$ cat config.mk
export PLATFORM = sky130hd
export DESIGN_NAME = rx_rsrc_ring
export DESIGN_NICKNAME = d
export VERILOG_FILES = /design/src/rtl/rrm_pkg.sv /design/src/rtl/rrm_ptr_regs.sv /design/src/rtl/rrm_fetch.sv /design/src/rtl/rrm_buf_track.sv /design/src/rtl/rx_rsrc_ring.sv
export SDC_FILE = /design/constraint.sdc
export NUM_CORES = 1
export LEC_CHECK = 0
export BUFFER_PORTS_ARGS = -buffer_cell sky130_fd_sc_hd__buf_2
export CELL_PAD_IN_SITES_DETAIL_PLACEMENT = 2
export CELL_PAD_IN_SITES_GLOBAL_PLACEMENT = 2
export CORE_MARGIN = 2
export CORE_UTILIZATION = 30
export CTS_BUF_LIST = sky130_fd_sc_hd__clkbuf_8 sky130_fd_sc_hd__clkbuf_16
export DETAILED_ROUTE_END_ITERATION = 16
export PLACE_DENSITY = 0.74
export SKIP_CTS_REPAIR_TIMING = 1
export SLEW_MARGIN = 15
export SYNTH_ARGS = -nofsm -noshare
export SYNTH_HDL_FRONTEND = slang
export SYNTH_HIERARCHICAL = 1
export SYNTH_SLANG_ARGS = --single-unit
export TNS_END_PERCENT = 1
$ cat constraint.sdc
create_clock -name clk -period 13.7 [get_ports clk]
set_input_delay 2.055 -clock clk [delete_from_list [all_inputs] [get_ports clk]]
set_output_delay 2.055 -clock clk [all_outputs]
set_load 0.02 [all_outputs]
$ cat src/rtl/rrm_pkg.sv
package rrm_pkg;

    localparam int PTR_W      = 16;
    localparam int HW_W       = 16;
    localparam int BUF_AW     = 2 * HW_W;
    localparam int CNT_W      = 2 * HW_W;
    localparam int LEN_W      = 16;
    localparam int DESC_WORDS = 4;
    localparam int RING_PTRS  = 4;
    localparam int SEL_W      = 3;
    localparam logic [HW_W-1:0] EOB_RESET = 16'h02F8;

    localparam logic [SEL_W-1:0] RSEL_START = 3'd0;
    localparam logic [SEL_W-1:0] RSEL_END   = 3'd1;
    localparam logic [SEL_W-1:0] RSEL_RD    = 3'd2;
    localparam logic [SEL_W-1:0] RSEL_WR    = 3'd3;
    localparam logic [SEL_W-1:0] RSEL_EOB   = 3'd4;

    typedef struct packed {
        logic [BUF_AW-1:0] base;
        logic [CNT_W-1:0]  words;
    } rsrc_desc_t;

    typedef enum logic [1:0] {
        V_STORE,
        V_OVERSIZE,
        V_STALLED,
        V_BUSY
    } verdict_e;

    function automatic logic [PTR_W-1:0] align_ptr(input logic [PTR_W-1:0] p,
                                                   input logic wide);
        return wide ? {p[PTR_W-1:2], 2'b00} : {p[PTR_W-1:1], 1'b0};
    endfunction

    function automatic logic [PTR_W-1:0] desc_bytes(input logic wide);
        return wide ? PTR_W'(16) : PTR_W'(8);
    endfunction

    function automatic logic [LEN_W:0] padded_len(input logic [LEN_W-1:0] len,
                                                  input logic wide);
        logic [LEN_W:0] raw;
        raw = {1'b0, len} + (LEN_W+1)'(3);
        if (wide) return (raw | (LEN_W+1)'(3)) + (LEN_W+1)'(1);
        return (raw | (LEN_W+1)'(1)) + (LEN_W+1)'(1);
    endfunction

endpackage

$ cat src/rtl/rrm_ptr_regs.sv
module rrm_ptr_regs
    import rrm_pkg::*;
(
    input  logic             clk,
    input  logic             rst,
    input  logic             wide,
    input  logic             wr_en,
    input  logic [SEL_W-1:0] sel,
    input  logic [PTR_W-1:0] wdata,
    input  logic             advance,
    output logic [PTR_W-1:0] rd_ptr,
    output logic             ring_dry,
    output logic             adv_hits_wr
);

    logic [PTR_W-1:0] ptr_q [RING_PTRS];
    logic [PTR_W-1:0] stepped;
    logic [PTR_W-1:0] next_rd;

    always_comb begin
        stepped     = ptr_q[RSEL_RD] + desc_bytes(wide);
        next_rd     = (stepped == ptr_q[RSEL_END]) ? ptr_q[RSEL_START] : stepped;
        adv_hits_wr = (next_rd == ptr_q[RSEL_WR]);
        ring_dry    = (ptr_q[RSEL_RD] == ptr_q[RSEL_WR]);
        rd_ptr      = ptr_q[RSEL_RD];
    end

    for (genvar g = 0; g < RING_PTRS; g++) begin : g_ptr
        always_ff @(posedge clk) begin
            if (rst) begin
                ptr_q[g] <= '0;
            end else if (advance && (SEL_W'(g) == RSEL_RD)) begin
                ptr_q[g] <= next_rd;
            end else if (wr_en && (sel == SEL_W'(g))) begin
                ptr_q[g] <= align_ptr(wdata, wide);
            end
        end
    end

endmodule

$ cat src/rtl/rrm_fetch.sv
module rrm_fetch
    import rrm_pkg::*;
(
    input  logic             clk,
    input  logic             rst,
    input  logic             start,
    input  logic             wide,
    input  logic [PTR_W-1:0] base,
    input  logic             mem_rvalid,
    input  logic [HW_W-1:0]  mem_rdata,
    output logic             busy,
    output logic             mem_req,
    output logic [PTR_W-1:0] mem_addr,
    output logic             done,
    output rsrc_desc_t       desc
);

    localparam int IDX_W = $clog2(DESC_WORDS);

    logic             busy_q;
    logic [IDX_W-1:0] idx_q;
    logic [HW_W-1:0]  word_q [DESC_WORDS-1];

    always_comb begin
        busy       = busy_q;
        mem_req    = busy_q;
        mem_addr   = base + (PTR_W'(idx_q) << (wide ? 2 : 1));
        done       = busy_q && mem_rvalid && (idx_q == IDX_W'(DESC_WORDS - 1));
        desc.base  = {word_q[1], word_q[0]};
        desc.words = {mem_rdata, word_q[2]};
    end

    always_ff @(posedge clk) begin
        if (rst) begin
            busy_q <= 1'b0;
            idx_q  <= '0;
        end else if (!busy_q) begin
            if (start) begin
                busy_q <= 1'b1;
                idx_q  <= '0;
            end
        end else if (mem_rvalid) begin
            if (done) busy_q <= 1'b0;
            idx_q <= idx_q + IDX_W'(1);
        end
    end

    for (genvar k = 0; k < DESC_WORDS - 1; k++) begin : g_word
        always_ff @(posedge clk) begin
            if (rst) begin
                word_q[k] <= '0;
            end else if (busy_q && mem_rvalid && (idx_q == IDX_W'(k))) begin
                word_q[k] <= mem_rdata;
            end
        end
    end

endmodule

$ cat src/rtl/rrm_buf_track.sv
module rrm_buf_track
    import rrm_pkg::*;
(
    input  logic              clk,
    input  logic              rst,
    input  logic              wide,
    input  logic              eob_wr,
    input  logic [HW_W-1:0]   eob_wdata,
    input  logic              frm_valid,
    input  logic [LEN_W-1:0]  frm_len,
    input  logic              busy,
    input  logic              stall,
    input  logic              load,
    input  rsrc_desc_t        load_desc,
    output logic [BUF_AW-1:0] buf_addr,
    output logic [CNT_W-1:0]  buf_words,
    output logic              frm_ok,
    output logic              frm_drop,
    output logic              last_pkt,
    output logic              oversize_evt,
    output logic              last_evt
);

    logic [BUF_AW-1:0] addr_q;
    logic [CNT_W-1:0]  words_q;
    logic [HW_W-1:0]   eob_q;
    logic              ok_q, drop_q, last_q;

    logic [LEN_W:0]    pad;
    logic              too_big;
    logic [CNT_W-1:0]  words_after;
    logic              low_after;
    verdict_e          verdict;

    always_comb begin
        pad         = padded_len(frm_len, wide);
        too_big     = (CNT_W+1)'(pad) > {words_q, 1'b0};
        words_after = words_q - CNT_W'(pad >> 1);
        low_after   = words_after < CNT_W'(eob_q);
        if (busy)         verdict = V_BUSY;
        else if (stall)   verdict = V_STALLED;
        else if (too_big) verdict = V_OVERSIZE;
        else              verdict = V_STORE;
        oversize_evt = frm_valid && (verdict == V_OVERSIZE);
        last_evt     = frm_valid && ((verdict == V_OVERSIZE) ||
                                     ((verdict == V_STORE) && low_after));
        buf_addr  = addr_q;
        buf_words = words_q;
        frm_ok    = ok_q;
        frm_drop  = drop_q;
        last_pkt  = last_q;
    end

    always_ff @(posedge clk) begin
        if (rst) begin
            addr_q  <= '0;
            words_q <= '0;
            eob_q   <= EOB_RESET;
            ok_q    <= 1'b0;
            drop_q  <= 1'b0;
            last_q  <= 1'b0;
        end else begin
            ok_q   <= 1'b0;
            drop_q <= 1'b0;
            if (eob_wr) eob_q <= eob_wdata;
            if (load) begin
                addr_q  <= load_desc.base;
                words_q <= load_desc.words;
            end else if (frm_valid && (verdict == V_STORE)) begin
                addr_q  <= addr_q + BUF_AW'(pad);
                words_q <= words_after;
            end
            if (frm_valid) begin
                case (verdict)
                    V_STORE: begin
                        ok_q   <= 1'b1;
                        last_q <= low_after;
                    end
                    V_OVERSIZE: begin
                        drop_q <= 1'b1;
                        last_q <= 1'b1;
                    end
                    V_STALLED: begin
                        drop_q <= 1'b1;
                        last_q <= 1'b0;
                    end
                    default: drop_q <= 1'b1;
                endcase
            end
        end
    end

endmodule

$ cat src/rtl/rx_rsrc_ring.sv
module rx_rsrc_ring
    import rrm_pkg::*;
(
    input  logic              clk,
    input  logic              rst,
    input  logic              cfg_wide,
    input  logic              reg_wr_en,
    input  logic [SEL_W-1:0]  reg_sel,
    input  logic [HW_W-1:0]   reg_wdata,
    input  logic              fetch_cmd,
    input  logic              clr_rsrc_exh,
    input  logic              clr_buf_exh,
    input  logic              frm_valid,
    input  logic [LEN_W-1:0]  frm_len,
    output logic              mem_req,
    output logic [PTR_W-1:0]  mem_addr,
    input  logic              mem_rvalid,
    input  logic [HW_W-1:0]   mem_rdata,
    output logic              busy,
    output logic [BUF_AW-1:0] buf_addr,
    output logic [CNT_W-1:0]  buf_words,
    output logic [PTR_W-1:0]  rd_ptr,
    output logic              last_pkt,
    output logic              irq_rsrc_exh,
    output logic              irq_buf_exh,
    output logic              rx_stall,
    output logic              frm_ok,
    output logic              frm_drop
);

    logic       ring_dry, adv_hits_wr;
    logic       fetch_done, start_fetch;
    logic       oversize_evt, last_evt;
    logic       stall_q, rexh_q, bexh_q;
    rsrc_desc_t fetched;

    always_comb begin
        start_fetch = !busy && (fetch_cmd ||
                                (clr_rsrc_exh && rexh_q) ||
                                (last_evt && !ring_dry));
        rx_stall     = stall_q;
        irq_rsrc_exh = rexh_q;
        irq_buf_exh  = bexh_q;
    end

    rrm_ptr_regs u_ptrs (
        .clk         (clk),
        .rst         (rst),
        .wide        (cfg_wide),
        .wr_en       (reg_wr_en),
        .sel         (reg_sel),
        .wdata       (reg_wdata),
        .advance     (fetch_done),
        .rd_ptr      (rd_ptr),
        .ring_dry    (ring_dry),
        .adv_hits_wr (adv_hits_wr)
    );

    rrm_fetch u_fetch (
        .clk        (clk),
        .rst        (rst),
        .start      (start_fetch),
        .wide       (cfg_wide),
        .base       (rd_ptr),
        .mem_rvalid (mem_rvalid),
        .mem_rdata  (mem_rdata),
        .busy       (busy),
        .mem_req    (mem_req),
        .mem_addr   (mem_addr),
        .done       (fetch_done),
        .desc       (fetched)
    );

    rrm_buf_track u_track (
        .clk          (clk),
        .rst          (rst),
        .wide         (cfg_wide),
        .eob_wr       (reg_wr_en && (reg_sel == RSEL_EOB)),
        .eob_wdata    (reg_wdata),
        .frm_valid    (frm_valid),
        .frm_len      (frm_len),
        .busy         (busy),
        .stall        (stall_q),
        .load         (fetch_done),
        .load_desc    (fetched),
        .buf_addr     (buf_addr),
        .buf_words    (buf_words),
        .frm_ok       (frm_ok),
        .frm_drop     (frm_drop),
        .last_pkt     (last_pkt),
        .oversize_evt (oversize_evt),
        .last_evt     (last_evt)
    );

    always_ff @(posedge clk) begin
        if (rst) begin
            stall_q <= 1'b0;
            rexh_q  <= 1'b0;
            bexh_q  <= 1'b0;
        end else begin
            if (fetch_done)                 stall_q <= 1'b0;
            else if (last_evt && ring_dry)  stall_q <= 1'b1;

            if (fetch_done && adv_hits_wr)  rexh_q <= 1'b1;
            else if (clr_rsrc_exh)          rexh_q <= 1'b0;

            if (oversize_evt)               bexh_q <= 1'b1;
            else if (clr_buf_exh)           bexh_q <= 1'b0;
        end
    end

endmodule

-- After elaboration in Yosys (flattened, before gate mapping)
Memories as Yosys holds them, arrays and structs flattened.
Cells that the tools add are included.
- output and inout port bits: 104
- memories: 2
- bits of input ports: 60
- logic and storage cells: 145
- memory bits (writable): 112
- bits in registers: 89
- $add $sub $neg: 8
- equality and inequality tests: 13
- $lt $le $gt $ge: 2
- shift operators: 1
- bitwise gates (word level): 9
- muxes and demuxes: 63
- reductions and logical operators: 36
- memory list (memory ; depth ; width ; read ports ; clocked after Yosys merged registers in ; write ports ; line ; text):
    u_ptrs.ptr_q ; 4 ; 16 ; 4 ; 0 ; 4 ; rrm_ptr_regs.sv:16 ; logic [PTR_W-1:0] ptr_q [RING_PTRS];
    u_fetch.word_q ; 3 ; 16 ; 3 ; 0 ; 3 ; rrm_fetch.sv:22 ; logic [HW_W-1:0] word_q [DESC_WORDS-1];
- operator list (kind ; count):
    2-to-1 mux 16 bit ; 9
    2-to-1 mux 32 bit ; 4
    == test 16 bit ; 3
    2-to-1 mux 1 bit ; 39
    adder 17 x 1 -> 17 bit (second input constant) ; 2
    2-to-1 mux 17 bit ; 2
    > comparator 17 x 33 -> 1 bit ; 1
    adder 16 bit ; 2
    adder 32 x 17 -> 32 bit ; 1
    less-than comparator 32 x 16 -> 1 bit ; 1
    << shifter 2 x 32 -> 16 bit ; 1
    subtractor 32 x 16 -> 32 bit ; 1
    logical AND 1 bit ; 19
    adder 16 x 2 -> 17 bit (second input constant) ; 1
    2-to-1 mux 2 bit ; 7
    OR 1 bit ; 8
    nonzero test 2 bit ; 4
    == test 2 bit (second input constant) ; 3
    == test 3 x 2 -> 1 bit (second input constant) ; 2
    2-to-1 mux 5 bit ; 1
    == test 2 x 1 -> 1 bit (second input constant) ; 2
    zero test 2 bit ; 2
    AND reduction 2 bit ; 2
    OR reduction 2 bit ; 2
    10 further kinds ; 13

-- Logic depth before layout (Yosys ltp)
- word-level depth: 17
- gate-level depth with buffers: 36

-- Modules after synthesis
The synthesis kept the hierarchy.
- modules (own cells, without submodules) (module ; sequential area each (µm²) ; times used ; cells an instance ; area each (µm²)):
    rrm_buf_track ; 1661.6 ; 1 ; 941 ; 7061.8
    rrm_ptr_regs ; 1831.8 ; 1 ; 331 ; 3758.6
    rrm_fetch ; 1501.4 ; 1 ; 202 ; 2547.4
    rx_rsrc_ring ; 60.1 ; 1 ; 16 ; 137.6

-- Least setup slack after synthesis
Ideal clock, no wire load.
- path type: input to register
- start point: input port frm_len[0]
- end point: register u_fetch.idx_q[1]
- setup time: 109 ps
- required time: 13591 ps
- slack: 6124 ps
- stages on the path: 33
- arrival time: 7467 ps
- cells stage by stage: inv_1 ha_1 xnor2_1 ha_1 nand2b_1 a211oi_1 nand2_1 or2_2 o21ai_0 and4_1 xor2_1 ha_1 clkbuf_1 a21o_1 a21oi_1 o21ai_0 xor2_1 ha_1 nor4_1 nand2_1 a211oi_2 o311ai_1 or3_1 a211o_1 nor4_4 nand3_1 o21bai_1 nand2b_1 a21oi_2 nor2_1 a21oi_1 o21a_1 nor2_1
- cells in the longest elaborated chain, start to end: 17
- ends and longest elaborated chain (item ; line ; text):
    start, declared ; rx_rsrc_ring.sv:14 ; input logic [LEN_W-1:0] frm_len,
    adder 16 x 2 -> 17 bit (*) ; rrm_pkg.sv:43 ; raw = {1'b0, len} + (LEN_W+1)'(3);
    adder 17 x 1 -> 17 bit ; rrm_pkg.sv:44 ; if (wide) return (raw | (LEN_W+1)'(3)) + (LEN_W+1)'(1);
    2-to-1 mux 17 bit ; rrm_pkg.sv:44 ;
    2-to-1 mux 17 bit (*) ; rrm_pkg.sv:45 ; return (raw | (LEN_W+1)'(1)) + (LEN_W+1)'(1);
    parallel branches: the longest is 6 deep, another holds subtractor 32 x 16 -> 32 bit ; -- ;
    logical OR 1 bit (*) ; rrm_buf_track.sv:45 ; last_evt = frm_valid && ((verdict == V_OVERSIZE) ||
    logical AND 1 bit (*) ; rrm_buf_track.sv:45 ;
    named net last_evt ; rx_rsrc_ring.sv:33 ; logic oversize_evt, last_evt;
    logical AND 1 bit (*) ; rx_rsrc_ring.sv:40 ; (last_evt && !ring_dry));
    logical OR 1 bit (*) ; rx_rsrc_ring.sv:39 ; (clr_rsrc_exh && rexh_q) ||
    logical AND 1 bit (*) ; rx_rsrc_ring.sv:38 ; start_fetch = !busy && (fetch_cmd ||
    named net start_fetch ; rx_rsrc_ring.sv:32 ; logic fetch_done, start_fetch;
    nonzero test 2 bit (no source line) (*) ; -- ;
    AND reduction 2 bit (no source line) (*) ; -- ;
    end signal, assigned ; rrm_fetch.sv:44 ; idx_q <= idx_q + IDX_W'(1);
    end, declared ; rrm_fetch.sv:21 ; logic [IDX_W-1:0] idx_q;
Mark *: on every way through the listed nets, which the timed path passes. The select of a mux whose other input is x is not followed.
A chain may end at the register's enable or synchronous reset.

-- Worst setup path in the final report
- start point: input port frm_len[0]
- end point: register u_track.addr_q[25] (netlist: u_track/buf_addr[25])
- cells in the longest elaborated chain, start to end: 11
- ends and longest elaborated chain (item ; line ; text):
    adder 16 x 2 -> 17 bit (*) ; rrm_pkg.sv:43 ;
    adder 17 x 1 -> 17 bit ; rrm_pkg.sv:44 ;
    2-to-1 mux 17 bit ; rrm_pkg.sv:44 ;
    2-to-1 mux 17 bit (*) ; rrm_pkg.sv:45 ;
    > comparator 17 x 33 -> 1 bit ; rrm_buf_track.sv:37 ; too_big = (CNT_W+1)'(pad) > {words_q, 1'b0};
    2-to-1 mux 1 bit ; rrm_buf_track.sv:42 ; else if (too_big) verdict = V_OVERSIZE;
    2-to-1 mux 2 bit ; rrm_buf_track.sv:41 ; else if (stall) verdict = V_STALLED;
    2-to-1 mux 2 bit ; rrm_buf_track.sv:40 ; if (busy) verdict = V_BUSY;
    zero test 2 bit ; rrm_buf_track.sv:69 ; end else if (frm_valid && (verdict == V_STORE)) begin
    logical AND 1 bit ; rrm_buf_track.sv:69 ;
    nonzero test 2 bit (no source line) ; -- ;
    end signal, assigned ; rrm_buf_track.sv:67 ; addr_q <= load_desc.base;
    end signal, assigned ; rrm_buf_track.sv:70 ; addr_q <= addr_q + BUF_AW'(pad);
    end, declared ; rrm_buf_track.sv:24 ; logic [BUF_AW-1:0] addr_q;
Every way passes the cells marked *; elsewhere a longest branch is shown, timed or not. The select of a mux whose other input is x is not followed.

==> impl_metrics.tcl <==
set metrics [dict create \
    rsz0062_at_grt "false" \
    seq_area_frac_synth 0.374 \
    die_area_um2 46700 \
    die_w_um 216 \
    crit_arrival_ns 8.60 \
    initial_core_util 0.305 \
    start_kind "primary input" \
    clock_latency_ns 0.47 \
    via_count 11600 \
    core-area_um2 44300 \
    combPwrFrac 0.460 \
    crit_type "in -> reg" \
    power_switching_uw 1130 \
    power.share.clock 0.218 \
    grt_overflow 0 \
    setup_violations 0 \
    tritoncts "yes" \
    slowest_stage "ha_1" \
    synth_seq_cells 198 \
    crit_path_end_kind "flip-flop" \
    regArea_um2 5050 \
    syn_area_um2 13500 \
    num_rows 77 \
    antenna_found_initial 2 \
    cap_violations 0 \
    synth_cell_types 85 \
    p_per_area_nw_per_um2 164 \
    p_total_uw 2520 \
    drtPass1Iterations 5 \
    clock-sinks 198 \
    cts.reportedPaths.clkPinSlew_ns 0.08 \
    drt-total-wl_um 49900 \
    worstPathMaxFanout 48 \
    drv_slew 0 \
    async_flop_share 0 \
    area_growth_pct 13.9 \
    synth_edf_count 109 \
    synth-main-ff-cell "edfxtp_1" \
    htree_levels 4 \
    holdCritPathClass "reg -> reg" \
    hpwl_um 37900 \
    p_leak_uw 0.00639 \
    switching_share 0.449 \
    ios 164 \
    finClkSkew_ns 0.0155 \
    first_global_vias 12500 \
    tns_ns 0 \
    max_freq_ghz 0.121 \
    nFillCells 5024 \
    vias_per_cell 5.25 \
    cp.required_ns 14.06 \
    min_period_ns 8.24 \
    grt_pass1_wl_um 76700 \
    cts_buffer_depth 2 \
    irDropWorstVdd_uv 128 \
    tightest_slew_ns 1.00 \
    grt_usage 0.214 \
    yosys_warnings 6 \
    ant_nets 0 \
    grt_start_max_net_pins 60 \
    intPower_uw 1390 \
    syn_inst 1490 \
    hold_viol_final 0 \
    slew_headroom 0.327 \
    avgSynthCellArea_um2 9.06 \
    n_antenna_cell 0 \
    status "finished, final reports clean" \
    wl_per_cell_um 22.6 \
    drtIter0Drc 502 \
    path_common_cell "ha_1" \
    post-route-drc-count 0 \
    cts_buffers 17 \
    min_period_over_period 0.601 \
    cp_slowest_stage_delay_ns 0.48 \
    fin_nets 1747 \
    place.gp.congestion 0.870 \
    fp.dieH_um 216 \
    drive_above_1_share 0.154 \
    multiInputGateArea_um2 7740 \
    numPortBuffers 163 \
    pwr-share-seq 0.322 \
    cts-root-buf "clkbuf_16" \
]
## cell usage after synthesis (27+ instances only)
library cell / count / area [um2]
a211oi_1: 36 / 270
a21oi_1: 91 / 455
and2_1: 99 / 619
clkbuf_1: 44 / 165
dfxtp_1: 89 / 1780
edfxtp_1: 109 / 3270
ha_1: 80 / 1000
inv_1: 83 / 312
mux2i_1: 29 / 290
nand2_1: 134 / 503
nand3_1: 27 / 135
nor2_1: 129 / 484
o21ai_0: 50 / 250
xnor2_1: 75 / 657
xor2_1: 71 / 622
## per-layer routing
layer,vias up,wire [um],share of wire,global-route usage
li1,5420,-,-,-
met1,5912,22000,0.44,0.273
met2,225,25200,0.51,0.378
met3,35,1760,0.035,0.0310
met4,0,908,0.018,0.0516
met5,-,0,0,0
## power by group through the flow
stage / clock (uW) / sequential (uW) / combinational, uW
2_1_floorplan: 0 / 836 / 742
3_3_place_gp: 0 / 823 / 1100
3_5_place_dp: 0 / 824 / 1150
4_1_cts: 563 / 812 / 1160
5_1_grt: 587 / 823 / 1270
6_report: 549 / 810 / 1160
## flip-flops by register name (all words and copies together) (netlist names)
signal and flops:
u_fetch/busy 1, u_track/last_pkt 1, irq_rsrc_exh 1, u_fetch/idx_q 2, u_track/frm_ok 1, rx_stall 1
u_ptrs/ptr_q 61, u_track/buf_words 32, u_track/eob_q 16, irq_buf_exh 1, u_fetch/word_q 48, u_track/buf_addr 32
u_track/frm_drop 1
## path summary, 6_finish.rpt
| check | slack, ns | from | cells past startpoint | to |
|---|---|---|---|---|
| setup reg to reg | 8.73 | u_track/buf_words[0] | 24 | u_fetch/idx_q[1] |
| hold reg to reg | 0.47 | irq_buf_exh | 2 | irq_buf_exh |
| hold / removal | 0.47 | irq_buf_exh | 2 | irq_buf_exh |
| setup / recovery | 5.46 | frm_len[0] | 29 | u_track/buf_addr[25] |
## worst max-delay path: cells and delay by family
kind / cells / cell delay (ns)
AND/OR/NAND/NOR: 14 / 3.07
adder cells (fa/ha/maj): 4 / 1.21
AO/OA/AOI/OAI: 5 / 1.18
XOR/XNOR: 3 / 0.58
buffers and inverters: 3 / 0.45
## cells in the final DEF, fill, tap and decap left out, types with 10 or more instances in the layout
cell type and instances:
and3_1 13, and2_1 99, o211ai_1 13, nor3_1 24
ha_1 80, edfxtp_1 109, buf_4 13, nand2b_1 24
nor2_1 127, nand4_1 16, nand3_1 27, buf_2 162
xnor2_1 75, nand2_1 133, a21oi_1 91, a211oi_1 36
xor2_1 71, a21o_1 20, clkbuf_16 17, nor4_1 14
dfxtp_1 89, o21ai_0 50, mux2i_1 29, inv_1 83
o21a_1 10, nor2b_1 16
## logic make-up (layout without fill, tap and decap cells)
logic type,count (synthesis),count (layout),share of synthesized area
muxes,33,33,0.0250
and+or+nand+nor,555,555,0.213
adders and majority gates,84,84,0.0800
AOI/OAI and AO/OA,304,304,0.152
buffers and inverters,166,291,0.0550
xor gates and xnor gates,149,149,0.0997
DFF,198,198,0.374
other,1,2,0.000278
## metrics by stage
stage          setup WS, ns  utilization  instance area, um2  hold WS (ns)  std cells
6_report               5.46        0.347               15400         0.473       2208
5_1_grt                4.90        0.347               15400         0.499       2208
4_1_cts                5.50        0.347               15400         0.476       2208
3_5_place_dp           5.06        0.333               14800         0.462       2176
3_3_place_gp           5.42        0.333               14800         0.452       2176
2_1_floorplan          6.12            -               13500         0.448       1491
## final cells by class
| type | count | share of cell area |
|---|---|---|
| repair buffers | 175 | 0.0590 |
| clock buffers | 17 | 0.0277 |
| multi-input cells | 1127 | 0.503 |
| well taps | 592 | 0.0481 |
| inverters | 84 | 0.0205 |
| clock inverters | 15 | 0.0130 |
| flip-flops and latches | 198 | 0.329 |
Power figures use the tool's default switching activity.
